`config.mk`:
```
export PLATFORM = sky130hd
export DESIGN_NAME = eot_terminator
export DESIGN_NICKNAME = d
export VERILOG_FILES = /design/src/rtl/eot_term_pkg.sv /design/src/rtl/eot_beat_ctr.sv /design/src/rtl/eot_stop_ctl.sv /design/src/rtl/eot_terminator.sv
export SDC_FILE = /design/constraint.sdc
export NUM_CORES = 1
export LEC_CHECK = 0
export CAP_MARGIN = 5
export CORE_MARGIN = 2
export CORE_UTILIZATION = 40
export CTS_CLUSTER_SIZE = 20
export DETAILED_ROUTE_END_ITERATION = 8
export GPL_ROUTABILITY_DRIVEN = 0
export PLACE_DENSITY_LB_ADDON = 0.3
export SKIP_LAST_GASP = 1
export SYNTH_ARGS = -nofsm -noshare
export SYNTH_HDL_FRONTEND = slang
export SYNTH_SLANG_ARGS = --single-unit
```
`constraint.sdc`:
```
create_clock -name clk -period 1.9 [get_ports clk]
set_input_delay 0.19 -clock clk [delete_from_list [all_inputs] [get_ports clk]]
set_output_delay 0.19 -clock clk [all_outputs]
set_load 0.01 [all_outputs]
```
`src/rtl/eot_term_pkg.sv`:
```
package eot_term_pkg;
   localparam int WORD_BYTES = 4;
   localparam int BEAT_W     = $clog2(WORD_BYTES);

   typedef enum logic [1:0] {
      BW_8   = 2'd0,
      BW_16  = 2'd1,
      BW_32  = 2'd2,
      BW_RSV = 2'd3
   } bus_w_e;

   // index of the final beat of a word for a given bus width
   function automatic logic [BEAT_W-1:0] final_beat(input bus_w_e w);
      logic [BEAT_W-1:0] r;
      case (w)
         BW_8:    r = BEAT_W'(WORD_BYTES - 1);
         BW_16:   r = BEAT_W'(WORD_BYTES / 2 - 1);
         default: r = '0;
      endcase
      return r;
   endfunction
endpackage

```
`src/rtl/eot_beat_ctr.sv`:
```
module eot_beat_ctr #(
   parameter int BEAT_W = 2
) (
   input  logic              clk,
   input  logic              rst_n,
   input  logic              load,
   input  logic [BEAT_W-1:0] load_idx,
   input  logic              advance,
   output logic [BEAT_W-1:0] beat_idx,
   output logic              word_end
);
   if (BEAT_W < 1) begin : g_bad_w
      $error("eot_beat_ctr: BEAT_W must be at least 1");
   end

   logic [BEAT_W-1:0] top_q;
   logic [BEAT_W-1:0] idx_q;

   always_ff @(posedge clk) begin
      if (!rst_n) begin
         top_q <= '0;
         idx_q <= '0;
      end else if (load) begin
         top_q <= load_idx;
         idx_q <= load_idx;
      end else if (advance) begin
         idx_q <= (idx_q == '0) ? top_q : idx_q - BEAT_W'(1);
      end
   end

   assign beat_idx = idx_q;
   assign word_end = advance && (idx_q == '0);


   beat_in_range_chk: assert property (@(posedge clk) disable iff (!rst_n)
      idx_q <= top_q);


   beat_wrap_chk: assert property (@(posedge clk) disable iff (!rst_n)
      (advance && !load && idx_q == '0) |=> (idx_q == $past(top_q)));
endmodule

```
`src/rtl/eot_stop_ctl.sv`:
```
module eot_stop_ctl (
   input  logic clk,
   input  logic rst_n,
   input  logic active,
   input  logic start_load,
   input  logic mode_q,
   input  logic eot_s,
   input  logic word_end,
   input  logic final_cnt,
   input  logic fifo_limit,
   output logic stop_here_eff,
   output logic stop_next_eff,
   output logic finish
);
   logic eot_pend;
   logic stop_here;
   logic stop_next;
   logic eot_hit;

   assign eot_hit       = active && eot_s && !eot_pend;
   assign stop_here_eff = stop_here || (eot_hit && mode_q);
   assign stop_next_eff = stop_next || (eot_hit && !mode_q);
   assign finish        = word_end &&
                          (final_cnt || stop_here_eff || (stop_next_eff && fifo_limit));

   always_ff @(posedge clk) begin
      if (!rst_n || start_load || finish) begin
         eot_pend  <= 1'b0;
         stop_here <= 1'b0;
         stop_next <= 1'b0;
      end else begin
         if (eot_hit) begin
            eot_pend <= 1'b1;
         end
         if (word_end && stop_next_eff) begin
            stop_here <= 1'b1;
            stop_next <= 1'b0;
         end else begin
            stop_here <= stop_here_eff;
            stop_next <= stop_next_eff;
         end
      end
   end


   idle_clears_eot_chk: assert property (@(posedge clk) disable iff (!rst_n)
      (!active && !start_load) |=> !eot_pend);


   extra_word_armed_chk: assert property (@(posedge clk) disable iff (!rst_n)
      (word_end && stop_next && !final_cnt && !fifo_limit && !start_load) |=> stop_here);


   single_plan_chk: assert property (@(posedge clk) disable iff (!rst_n)
      !(stop_here && stop_next));
endmodule

```
`src/rtl/eot_terminator.sv`:
```
module eot_terminator #(
   parameter int CNT_W       = 16,
   parameter int SYNC_STAGES = 0
) (
   input  logic                              clk,
   input  logic                              rst_n,
   input  logic                              start,
   input  logic [CNT_W-1:0]                  xfer_words,
   input  logic [1:0]                        bus_width,
   input  logic                              mode_nolast,
   input  logic                              eot_in,
   input  logic                              rdy,
   input  logic                              ws_zero,
   input  logic                              burst_last,
   input  logic                              fifo_limit,
   output logic                              active,
   output logic                              last_strobe,
   output logic                              done,
   output logic [CNT_W-1:0]                  words_left,
   output logic [eot_term_pkg::BEAT_W-1:0]   beats_left
);
   import eot_term_pkg::*;

   if (CNT_W < 2 || CNT_W > 32) begin : g_bad_cnt
      $error("eot_terminator: CNT_W must be between 2 and 32");
   end
   if (SYNC_STAGES < 0 || SYNC_STAGES > 3) begin : g_bad_sync
      $error("eot_terminator: SYNC_STAGES must be between 0 and 3");
   end

   logic              active_q;
   logic              mode_q;
   logic              done_q;
   logic [CNT_W-1:0]  words_q;
   logic              start_ok;
   logic              beat_done;
   logic              word_end;
   logic              final_cnt;
   logic              stop_here_eff;
   logic              stop_next_eff;
   logic              finish;
   logic              eot_s;
   logic [BEAT_W-1:0] beat_idx;

   // end-of-transfer sampling: direct, or through a flop chain
   if (SYNC_STAGES == 0) begin : g_eot_direct
      assign eot_s = eot_in;
   end else begin : g_eot_pipe
      logic [SYNC_STAGES-1:0] sh;
      always_ff @(posedge clk) begin
         if (!rst_n) begin
            sh <= '0;
         end else begin
            sh[0] <= eot_in;
            for (int i = 1; i < SYNC_STAGES; i++) begin
               sh[i] <= sh[i-1];
            end
         end
      end
      assign eot_s = sh[SYNC_STAGES-1];
   end

   assign start_ok  = start && !active_q && (xfer_words != '0);
   assign beat_done = active_q && (rdy || ws_zero);
   assign final_cnt = (words_q == CNT_W'(1));

   eot_beat_ctr #(.BEAT_W(BEAT_W)) u_beat (
      .clk      (clk),
      .rst_n    (rst_n),
      .load     (start_ok),
      .load_idx (final_beat(bus_w_e'(bus_width))),
      .advance  (beat_done),
      .beat_idx (beat_idx),
      .word_end (word_end)
   );

   eot_stop_ctl u_stop (
      .clk           (clk),
      .rst_n         (rst_n),
      .active        (active_q),
      .start_load    (start_ok),
      .mode_q        (mode_q),
      .eot_s         (eot_s),
      .word_end      (word_end),
      .final_cnt     (final_cnt),
      .fifo_limit    (fifo_limit),
      .stop_here_eff (stop_here_eff),
      .stop_next_eff (stop_next_eff),
      .finish        (finish)
   );

   always_ff @(posedge clk) begin
      if (!rst_n) begin
         active_q <= 1'b0;
         mode_q   <= 1'b0;
         done_q   <= 1'b0;
         words_q  <= '0;
      end else begin
         done_q <= finish;
         if (start_ok) begin
            active_q <= 1'b1;
            mode_q   <= mode_nolast;
            words_q  <= xfer_words;
         end else begin
            if (finish) begin
               active_q <= 1'b0;
            end
            if (word_end) begin
               words_q <= words_q - CNT_W'(1);
            end
         end
      end
   end

   assign active      = active_q;
   assign done        = done_q;
   assign words_left  = words_q;
   assign beats_left  = beat_idx;
   assign last_strobe = active_q && (beat_idx == '0) &&
                        (final_cnt || (stop_here_eff && (!mode_q || burst_last)));


   done_single_chk: assert property (@(posedge clk) disable iff (!rst_n)
      done |=> !done);


   done_idle_chk: assert property (@(posedge clk) disable iff (!rst_n)
      done |-> !active);


   stop_on_boundary_chk: assert property (@(posedge clk) disable iff (!rst_n)
      $fell(active) |-> ($past(beat_idx) == '0 && $past(rdy || ws_zero)));


   mode1_strobe_gate_chk: assert property (@(posedge clk) disable iff (!rst_n)
      (active && mode_q && !final_cnt && !burst_last) |-> !last_strobe);


   word_count_step_chk: assert property (@(posedge clk) disable iff (!rst_n)
      (word_end && !start_ok) |=> (words_left == $past(words_left) - CNT_W'(1)));


   idle_stays_chk: assert property (@(posedge clk) disable iff (!rst_n)
      (!active && !start) |=> !active);


   strobe_when_active_chk: assert property (@(posedge clk) disable iff (!rst_n)
      last_strobe |-> (active && beats_left == '0));
endmodule

```
; Yosys cells after proc, flatten, opt, wreduce, memory -nomap -nowiden
; Index checks and enable logic that the tools add are counted.
[totals]
regBits = 26
input_bits = 27
output_inout_bits = 21
word_cells = 56
[op_classes]
add_sub_neg = 2
n_eq_ne = 2
muxes = 9
n_reduce_logical = 34
[ops]
columns = cell, count
row1 = $mux W16, 2
row2 = $eq A16 B1 Y1 const B, 1
row3 = $reduce_bool A16 Y1, 1
row4 = $sub A16 B1 Y16 const B, 1
row5 = $logic_and A1 B1 Y1, 14
row6 = $logic_or A1 B1 Y1, 9
row7 = $mux W2, 3
row8 = $reduce_bool A2 Y1, 3
row9 = $logic_not A1 Y1, 4
row10 = $logic_not A2 Y1, 2
row11 = $pmux W2 S2, 1
row12 = $mux W1, 3
row13 = $eq A2 B1 Y1 const B, 1
row14 = $reduce_or A2 Y1, 1
row15 = $sub A2 B1 Y2 const B, 1

; Logic depth before layout (Yosys ltp)
; Gate-level depths: netlist of the first run.
[logic_depth]
word_depth = 9
ltp_mapped = 6
ltp_nobuf = 6

; Cells and area by module
; A second synthesis of the first run with hierarchy kept.
[hier_totals]
hier_cells = 173
area_unflattened_um2 = 1515.2
[modules_own_cells]
columns = module, n_inst, cells_each, area_each_um2, seq_area_each_um2
row1 = eot_terminator, 1, 133, 1146.1, 380.4
row2 = eot_beat_ctr, 1, 19, 186.4, 80.1
row3 = eot_stop_ctl, 1, 21, 182.7, 60.1

; Least setup slack after synthesis of the first run
; OpenSTA, ideal clock, no wires.
[synth_path]
kind = flip-flop to flip-flop
start = reg active_q, in the netlist active
end = reg words_q[5], in the netlist words_left[5]
arrival_ns = 1.778
required_ns = 1.830
slack_ns = 0.051
stages_incl_launch_ff = 6
path_buffers = 1
period_less_slack_ns = 1.849
cell_sequence = dfxtp_1 or3b_2 buf_2 or4_4 a2bb2oi_1 a21oi_1
[synth_via]
elab_chain_len = 4
word_cells_on_any_way = 7
cone_classes = mux (1) / reduce/logical (6)
[synth_rtl]
columns = element, line
row1 = start: declaration, eot_terminator.sv:31  ; logic active_q;
row2 = start signal: assignment, eot_terminator.sv:94  ; active_q <= 1'b0;
row3 = start signal: assignment, eot_terminator.sv:101  ; active_q <= 1'b1;
row4 = start signal: assignment, eot_terminator.sv:106  ; active_q <= 1'b0;
row5 = $logic_not A1 Y1, eot_terminator.sv:63  ; assign start_ok = start && !active_q && (xfer_words != '0);
row6 = $logic_and A1 B1 Y1 (2 in a row), eot_terminator.sv:63
row7 = $mux W16 / $reduce_bool A2 Y1 (equally long branches), n/a
row8 = end signal: assignment, eot_terminator.sv:103  ; words_q <= xfer_words;
row9 = end signal: assignment, eot_terminator.sv:109  ; words_q <= words_q - CNT_W'(1);
row10 = end: declaration, eot_terminator.sv:34  ; logic [CNT_W-1:0] words_q;
; Parallel ways exist; a longest one is shown, timed or not.
; A chain may end at the register's enable or synchronous reset.

; Worst setup path in the final report of the first run
[layout_path]
start = reg words_q[0], in the netlist words_left[0]
end = reg words_q[6], in the netlist words_left[6]
[layout_via]
elab_chain_len = 3
[layout_rtl]
columns = element, line
row1 = $sub A16 B1 Y16, eot_terminator.sv:109
row2 = $mux W16, eot_terminator.sv:108  ; if (word_end) begin
row3 = $mux W16, eot_terminator.sv:100  ; if (start_ok) begin
; No other way between the ends. The select of a mux whose other input is x is not followed.

==> out/metrics.cfg, run 1 <==
[grt]
grt_first_pass_wirelength_um = 8650
antenna_found_initial = 0
grtUsageTotal_pct = 26.5
gr-total-overflow = 0
grt_pass1_vias = 1823
grt_max_degree = 17

[layout]
seqCellArea_um2 = 522
drive_above_1_share_pct = 29.5
final_area_um2 = 2550
layout.nets = 301
multi_input_area_um2 = 981
nFillCells = 290
utilization_pct = 70.3
antenna_cells_inserted = 0
synthToLayoutAreaGrowth_pct = 69.7
largest_register_ffs = 16

[sta]
post-route-period-util_pct = 104
fmax_mhz = 508
rsz0062_at_grt = yes
skew_ps = 3.08
final-hold-violation-count = 0
min_period_ps = 1970
fin_setup_tns_ps = -68.0
tightest_slew_ps = 453
max_slew_margin_pct = 69.5
fin_ws_ps = -68.0
setup_viol = 1
slew_viol_final = 0

[die]
num_io_pins = 48
die-area_um2 = 4270
rows = 22
die_h_um = 65.3
die_w_um = 65.3
initial_core_util_pct = 41.4
core_area_um2 = 3630

[clock_network]
clk_path_buf_depth = 2
clock_latency_ps = 280
clock_sinks = 26
clockRootBuffer = clkbuf_8
cts_made_buffers = 3
path_clk_slew_ps = 100
htreeDepth = 1
cts_tree = yes
hold_buffers = 0

[synth]
synth_top_cell_by_area = dfxtp_1
avgSynthCellArea_um2 = 8.41
yosysTopAreaCellShare_pct = 34.6
synth.most_common_cell = dfxtp_1
syn_inst = 179
synth_fp_nets = 208
ys.flop_type = dfxtp_1
async_flop_share_pct = 0
ys_ff_latch = 26
synth.cell_area_um2 = 1510
synth_common_cells = dfxtp_1, a21oi_1, nand2_1, inv_1, or4_1
ys_warn_count = 0
ys_seq_area_share_pct = 34.6
synth.distinct_cells = 50
synth_area_leaders = dfxtp_1, a21oi_1, or4_1
synth_edf_count = 0

[worst_setup_path]
crit_buf_inv = 3
worstPathCellList = buf_6, inv_4, ha_4, or3b_4, or3_4, buf_4, o211ai_1, a31oi_1
critical_path.max_fanout = 7
critPathTopFamily = simple AND/OR/NAND/NOR gates
cp-end-kind = flop
r2r-start = words_left[0]
slowest_stage = or3_4
cp_slowest_stage_delay_ps = 390
worstPathArrival_ps = 2130
worstSetupStartpointType = flop
startpoint = words_left[0]
cp.required_ps = 2060
critical_path_class = flop to flop

[route]
routed_wl_um = 5450
wl_per_cell_um = 17.1
dr_total_vias = 1880
vias_per_cell = 5.89
first_iter_violations = 159
drc = 0
drtPass1Iterations = 4
postRouteAntennaNets = 0

[power]
peakVddDrop_v = 0.000457
power.density_nw_per_um2 = 762
p_leak_nw = 1.06

[placed_design]
io_buffers = 47
hpwl_um = 3680
placed_area_um2 = 2330

[status]
failed_checks = setup timing
status = complete, but fails checks

[job]
maxCapViolCount = 0

[hold_path]
hold_class = input pin to flop
min_from = xfer_words[10]

==> cells by family after synthesis <==
family / after synthesis / share of synthesized area [%]
AOI/OAI and AO/OA: 57 / 27.5
xor gates and xnor gates: 2 / 1.16
adders and majority gates: 2 / 1.66
buffers and inverters: 21 / 6.23
DFF: 26 / 34.6
muxes: 1 / 0.665
and+or+nand+nor: 70 / 28.2
==> cells in the final DEF (no fill, tap or decap), types with 3 or more instances in the layout <==
master and instances:
dfxtp_1 25, and2_1 4, o32a_1 3, nand4_1 5, nor2_1 4, or4_1 4, clkbuf_8 3, nand2_1 11
nand3_1 4, nor3_1 5, o22ai_1 5, o21ai_0 5, a31oi_1 3, inv_1 10, dlymetal6s2s_1 3, buf_4 48
nor4_1 3, dlygate4sd2_1 12, o21a_1 3, or3_1 3, a21oi_1 16, o211ai_1 4, or4_4 6, clkdlybuf4s50_1 31
==> layout make-up <==
cell class                 count  area share [%]
inverter                      11            1.71
multi-input combinational    132            38.4
clock inverter                 1            1.18
sequential                    26            20.4
timing repair buffer          98            34.3
clock buffer                   3            1.62
tap                           48            2.35
==> worst reg2reg max path: cells and delay by family (launching register included) <==
family	cells	cell delay, ps
buffers and inverters	3	320
DFF	1	340
and+or+nand+nor	2	770
adders and majority gates	1	120
AOI/OAI and AO/OA	2	280
==> metal layers <==
layer | part of all wire, % | vias up | wire (µm) | track usage, %
met1 | 40 | 894 | 2190 | 32.1
met2 | 51 | 95 | 2760 | 47.7
met3 | 6.7 | 16 | 367 | 3.25
li1 | - | 875 | - | -
met4 | 2.3 | 0 | 127 | 9.64
met5 | 0 | - | 0 | 0
==> where the power goes <==
group          switching [mW]  internal (mW)  leakage (nW)
combinational           0.374          0.453         0.811
clock                   0.193          0.282        0.0357
sequential             0.0468          0.598         0.214
total                   0.614           1.33          1.06
==> through the flow <==
step / hold WS, ps / total power, mW / std cells / setup WS, ps
after floorplan: 334 / 0.975 / 179 / 51.3
after global placement: 440 / 1.35 / 308 / -327
after detailed placement: 443 / 1.36 / 308 / -384
after CTS: 354 / 1.90 / 318 / -33.7
after global routing: 276 / 2.03 / 319 / -93.6
final: 241 / 1.95 / 319 / -68.0
==> worst paths after layout <==
kind              slack, ps  depth (start not counted)         endpoint
setup / recovery        -70                          8    words_left[6]
hold / removal          240                          3   words_left[10]
setup reg to reg        -70                          8    words_left[6]
hold reg to reg         460                          2  u_beat.top_q[0]
==> repair_timing <==
item | 4_1_cts | 5_1_grt
endpoints found under the setup margin | 15 | 13
gates cloned | 2 | 0
gates resized for setup | 28 | 13
buffers inserted | 4 | 2
pin swaps | 3 | 14
Power figures use the tool's default switching activity.
==> run 2, diff against run 1 <==
--- a/config.mk
+++ b/config.mk
@@ -5,12 +5,13 @@
 export SDC_FILE = /design/constraint.sdc
 export NUM_CORES = 1
 export LEC_CHECK = 0
+export ABC_AREA = 1
 export CAP_MARGIN = 5
 export CORE_MARGIN = 2
 export CORE_UTILIZATION = 40
 export CTS_CLUSTER_SIZE = 20
 export DETAILED_ROUTE_END_ITERATION = 8
-export GPL_ROUTABILITY_DRIVEN = 0
+export GPL_ROUTABILITY_DRIVEN = 1
 export PLACE_DENSITY_LB_ADDON = 0.3
 export SKIP_LAST_GASP = 1
 export SYNTH_ARGS = -nofsm -noshare
==> run 2 against run 1 <==
Against the previous run:
- the run now ends clean
- register-to-register slack improved by 380 ps
- critical endpoint is now last_strobe
- power decreased by 8.8%
- combinational power decreased by 19%
- non-clock buffer count decreased by 30
- sequential power decreased by 3%
- synthesized cell count increased by 64%
- sequential share of layout area increased by 0.74 points
- synthesized area increased by 15%
- core utilization decreased by 10 points
- critical path type is now flop to output port
- first-iteration DRC count decreased by 8.8%
- routed wire length decreased by 12%
==> out/metrics.cfg, run 2 <==
[die]
num_io_pins = 48  ; unchanged
rows = 23  ; +4.5%
core_area_um2 = 4090  ; +12%
die_h_um = 69.8  ; +6.8%
die-area_um2 = 4870  ; +14%
initial_core_util_pct = 42.4  ; +0.98 points
die_w_um = 69.8  ; +6.8%

[worst_setup_path]
critical_path.max_fanout = 5  ; -2
cp-end-kind = output port
crit_top_cell = nand2_1
worstPathCellList = nor2_2, nand2_1, nor2_2, nand2_1, nand2_1, nand2_1, a21oi_1, clkbuf_2
worstPathArrival_ps = 1520  ; -610 ps
slowest_stage = dfxtp_1
cp.required_ps = 1710  ; -350 ps
worstSetupStartpointType = flop
critPathTopFamily = simple AND/OR/NAND/NOR gates
cp_slowest_stage_delay_ps = 360  ; -30 ps
critical_path_class = flop to output port
crit_buf_inv = 1  ; -2

[route]
wl_per_cell_um = 11.8  ; -31%
drtPass1Iterations = 4  ; unchanged
drc = 0  ; unchanged
postRouteAntennaNets = 0  ; unchanged
dr_total_vias = 2018  ; +7.3%
first_iter_violations = 145  ; -8.8%
routed_wl_um = 4800  ; -12%
vias_per_cell = 4.95  ; -16%

[layout]
final_cell_mix = nand2_1, nand3_1, clkdlybuf4s50_1, nor2_1, inv_1
largest_register_ffs = 16  ; unchanged
multi_input_area_um2 = 1020  ; +4.5%
nFillCells = 406  ; +40%
seqCellArea_um2 = 522  ; unchanged
synthToLayoutAreaGrowth_pct = 42.3
drive_above_1_share_pct = 11.7  ; -18 points
antenna_cells_inserted = 0  ; unchanged
layout_commonest_cell = nand2_1
layout.nets = 388  ; +29%

[clock_network]
cts_tree = yes
clock_sinks = 26  ; unchanged
path_clk_slew_ps = 100  ; about the same
post_cts_buffers = 0  ; -4
clock_latency_ps = 280  ; about the same
cts_made_buffers = 3  ; unchanged
clk_path_buf_depth = 2  ; unchanged
htreeDepth = 1  ; unchanged
clockRootBuffer = clkbuf_8
hold_buffers = 0  ; unchanged

[sta]
skew_ps = 2.85  ; -0.234 ps
slew_viol_final = 0  ; unchanged
post-route-period-util_pct = 89.9  ; -14 points
rsz0062_at_grt = no
fin_setup_tns_ps = 0  ; +68.0 ps
tightest_slew_ps = 443  ; -10.3 ps
setup_viol = 0  ; -1
min_period_ps = 1710  ; -260 ps
max_slew_margin_pct = 70.5  ; +0.93 points
fmax_mhz = 585  ; +15%
final-hold-violation-count = 0  ; unchanged

[synth]
avgSynthCellArea_um2 = 5.89  ; -30%
ys_warn_count = 0  ; unchanged
ys_seq_area_share_pct = 30.0  ; -4.5 points
synth_common_cells = nand2_1, nand3_1, nor2_1, inv_1, dfxtp_1
synth_edf_count = 0  ; unchanged
synth.distinct_cells = 26  ; -48%
synth_fp_nets = 323  ; +55%
ys_ff_latch = 26  ; unchanged
yosysTopAreaCellShare_pct = 30.0  ; -4.5 points
ys.flop_type = dfxtp_1
synth.cell_area_um2 = 1730  ; +15%
async_flop_share_pct = 0  ; unchanged
synth_top_cell_by_area = dfxtp_1
synth.most_common_cell = nand2_1
synth_area_leaders = dfxtp_1, nand2_1, nand3_1
syn_inst = 294  ; +64%

[grt]
gr-total-overflow = 0  ; unchanged
grt_first_pass_wirelength_um = 8000  ; -7.5%
grt_pass1_vias = 1842  ; +1.0%
grtUsageTotal_pct = 19.9  ; -6.6 points
antenna_found_initial = 0  ; unchanged
grt_max_degree = 19  ; +2

[power]
p_leak_nw = 1.20  ; +13%
power.density_nw_per_um2 = 720  ; -5.5%
power_mw = 1.77  ; -8.8%
peakVddDrop_v = 0.000355  ; -22%

[hold_path]
hold_class = flop to flop

[placed_design]
io_buffers = 47  ; unchanged
hpwl_um = 3540  ; -3.8%
gp_congestion = 0.875

[status]
status = completed

[job]
maxCapViolCount = 0  ; unchanged

## run 2: where the power goes
part | internal, mW | switching (mW)
Combinational | 0.308 | 0.361
Clock | 0.282 | 0.196
Sequential | 0.591 | 0.0375
Total | 1.18 | 0.594
## run 2: final timing paths
| kind | startpoint | end | slack [ps] | depth (start not counted) |
|---|---|---|---|---|
| setup / recovery | words_left[5] | last_strobe | 190 | 8 |
| hold / removal | u_beat.top_q[1] | u_beat.top_q[1] | 470 | 2 |
| setup reg to reg | u_beat.beat_idx[1] | words_left[1] | 310 | 8 |
| hold reg to reg | u_beat.top_q[1] | u_beat.top_q[1] | 470 | 2 |
## run 2: layout make-up
class	count	area share [%]
flip-flops and latches	26	21.2
repair buffers	68	25.8
inverters	40	6.09
clock buffers	3	1.67
clock inverters	1	1.22
well taps	50	2.54
multi-input cells	220	41.6
## run 2: timing repair
| item | CTS | global route |
|---|---|---|
| pin swaps | 0 | 1 |
| setup endpoints to repair | 1 | 1 |
| resized for setup | 2 | 5 |
## run 2: metrics by stage
step                      setup WS [ps]  hold WS, ps  utilization, %  instance area, µm²  std cells
after floorplan                     553          319               -                1730        294
after global placement            -68.6          452            58.5                2390        404
after detailed placement           -157          453            58.5                2390        404
after CTS                          46.9          469            60.3                2460        408
after global routing               27.8          501            60.3                2470        408
final                               192          470            60.3                2470        408
## run 2: logic make-up after synthesis
group	count (synthesis)	share of synthesized area [%]
compound gates	29	9.31
xor+xnor	2	1.01
fa+ha+maj	2	1.44
buf+inv	48	11.3
flops	26	30.0
simple gates	187	46.9
## run 2: metal layers
metal / share of wire [%] / track usage, % / vias up / routed length (µm)
li1: - / - / 1054 / -
met1: 46 / 24.6 / 893 / 2190
met2: 47 / 34.8 / 64 / 2260
met3: 5.5 / 3.05 / 7 / 265
met4: 1.6 / 6.84 / 0 / 76
met5: 0 / 0 / - / 0
## run 2: worst reg2reg max path, delay by kind of cell (launching register included)
family / cells / cell delay [ps]
AO/OA/AOI/OAI: 1 / 100
buffers and inverters: 2 / 250
AND/OR/NAND/NOR: 5 / 820
flip-flops: 1 / 360
==> run 3, diff against run 2 <==
--- a/config.mk
+++ b/config.mk
@@ -12,7 +12,9 @@
 export CTS_CLUSTER_SIZE = 20
 export DETAILED_ROUTE_END_ITERATION = 8
 export GPL_ROUTABILITY_DRIVEN = 1
+export GPL_TIMING_DRIVEN = 0
 export PLACE_DENSITY_LB_ADDON = 0.3
+export REMOVE_ABC_BUFFERS = 1
 export SKIP_LAST_GASP = 1
 export SYNTH_ARGS = -nofsm -noshare
 export SYNTH_HDL_FRONTEND = slang
==> run 3 against run 2 <==
Against the previous run:
- combinational power fell by 14%
- sequential cell count unchanged
- clock skew grew 0.91 ps
- maximum frequency is 1.5% lower
- worst hold slack got worse by 5.5 ps
- highest routed layer unchanged
- register-to-register slack about the same
- critical path type unchanged
- final area decreased by 6.2%
- core utilization shrank 3.7 points
- first-iteration DRC count up 14%
- clock power decreased by 2%
==> out/metrics.cfg, run 3 (synthesis results as in run 2) <==
[status]
status = completed

[die]
initial_core_util_pct = 42.4  ; unchanged
core_area_um2 = 4090  ; unchanged
die_h_um = 69.8  ; unchanged
die_w_um = 69.8  ; unchanged
die-area_um2 = 4870  ; unchanged
rows = 23  ; unchanged
num_io_pins = 48  ; unchanged

[clock_network]
clk_path_buf_depth = 2  ; unchanged
htreeDepth = 1  ; unchanged
cts_made_buffers = 3  ; unchanged
clockRootBuffer = clkbuf_8
clock_sinks = 26  ; unchanged
clock_latency_ps = 270  ; about the same
cts_tree = yes
path_clk_slew_ps = 100  ; about the same

[route]
first_iter_violations = 166  ; +14%
wl_met1_um = 2000  ; -9.0%
wl_per_cell_um = 11.4  ; -3.0%
routed_wl_um = 4430  ; -7.7%
drtPass1Iterations = 4  ; unchanged
drc = 0  ; unchanged
vias_per_cell = 4.95  ; about the same
postRouteAntennaNets = 0  ; unchanged
dr_total_vias = 1920  ; -4.9%
top_layer = met4
wl_met3_um = 327  ; +23%
wl_met2_um = 2070  ; -8.5%

[worst_setup_path]
worstPathCellList = nor2_2, nand2_1, nor2_2, nand2_1, nand2_1, nand2_1, a21oi_1, clkbuf_2
cp_slowest_stage_delay_ps = 370  ; about the same
critical_path.max_fanout = 5  ; unchanged
cp.required_ps = 1710  ; about the same
worstSetupStartpointType = flop
worstPathArrival_ps = 1540  ; +20 ps
critPathTopFamily = simple AND/OR/NAND/NOR gates
critical_path_class = flop to output port
worst-r2r-cell-count = 8  ; unchanged
path_depth = 8  ; unchanged
crit_top_cell = nand2_1
crit_buf_inv = 1  ; unchanged
slowest_stage = dfxtp_1
cp-end-kind = output port

[power]
power.density_nw_per_um2 = 733  ; +1.9%
peakVddDrop_v = 0.000310  ; -13%
p_leak_nw = 1.10  ; -8.7%

[sta]
rsz0062_at_grt = no
slew_viol_final = 0  ; unchanged
tightest_slew_ps = 632  ; +189 ps
fin_setup_tns_ps = 0  ; unchanged
post-route-period-util_pct = 91.3  ; +1.3 points
fmax_mhz = 577  ; -1.5%
skew_ps = 3.76  ; +0.912 ps
min_period_ps = 1730  ; +25.4 ps
final-hold-violation-count = 0  ; unchanged
setup_viol = 0  ; unchanged
max_slew_margin_pct = 57.7  ; -13 points

[layout]
fin_cells = 388  ; -4.9%
largest_register_ffs = 16  ; unchanged
drive_above_1_share_pct = 6.80  ; -4.9 points
antenna_cells_inserted = 0  ; unchanged
layout.nets = 368  ; -5.2%
final_cell_mix = nand2_1, nand3_1, clkdlybuf4s50_1, nor2_1, inv_1
synthToLayoutAreaGrowth_pct = 33.5
utilization_pct = 56.6  ; -3.7 points
layout_commonest_cell = nand2_1

[job]
maxCapViolCount = 0  ; unchanged

[placed_design]
dp.cells = 383  ; -5.2%
hpwl_um = 3140  ; -11%
io_buffers = 47  ; unchanged
gp_congestion = 0.828  ; -5.4%

[grt]
grt_pass1_vias = 1723  ; -6.5%
grt_first_pass_wirelength_um = 7480  ; -6.5%
grt_max_degree = 27  ; +8
grtUsageTotal_pct = 18.4  ; -1.5 points
antenna_found_initial = 0  ; unchanged
gr-total-overflow = 0  ; unchanged

[hold_path]
whs_path_depth = 2  ; unchanged
hold_class = flop to flop

-- run 3: changes by cell type in the layout (fill, tap and decap cells not counted), sizes merged --
cell  change
buf      -20
-- run 3: worst min-delay path, cell delays in order (launching register included) --
cell and delay (ps):
dfxtp_1 320, nand2_1 60, a21oi_1 50
-- run 3: timing repair --
| item | in CTS | in global routing |
|---|---|---|
| gates resized for setup | 5 | 4 |
| hold buffers | 0 | 0 |
| pin swaps | 0 | 2 |
| setup endpoints to repair | 1 | 4 |
| buffers inserted | 0 | 1 |
-- run 3: per-stage QoR --
| stage | power [mW] | hold WS [ps] | cell area, µm² | setup WS (ps) |
|---|---|---|---|---|
| final | 1.70 | 465 | 2310 | 166 |
| after global routing | 1.81 | 497 | 2310 | 10.6 |
| after CTS | 1.70 | 471 | 2300 | 27.7 |
| after detailed placement | 1.22 | 456 | 2220 | -189 |
| after global placement | 1.21 | 451 | 2220 | -172 |
| after floorplan | 1.00 | 288 | 1690 | 517 |
-- run 3: final timing paths --
kind                      start               to  slack, ps
max               words_left[5]      last_strobe        170
min             u_beat.top_q[0]  u_beat.top_q[0]        460
max reg2reg  u_beat.beat_idx[1]    words_left[1]        320
min reg2reg     u_beat.top_q[0]  u_beat.top_q[0]        460
-- run 3: layout make-up --
cell class | instances | area (µm²)
flip-flops and latches | 26 | 523
inverters | 40 | 150
multi-input cells | 220 | 1030
well taps | 50 | 62.6
fillers | 412 | 1770
clock inverters | 1 | 30.0
clock buffers | 3 | 41.3
repair buffers | 48 | 473
-- run 3: power by group --
| part | internal [mW] | switching (mW) |
|---|---|---|
| clock network | 0.282 | 0.187 |
| registers | 0.591 | 0.0592 |
| logic | 0.257 | 0.320 |
-- run 3: metal layers --
metal	GRT usage, %	vias up
li1	-	1018
met3	3.34	5
met1	24.8	840
met5	0	-
met4	4.27	0
met2	30.4	57
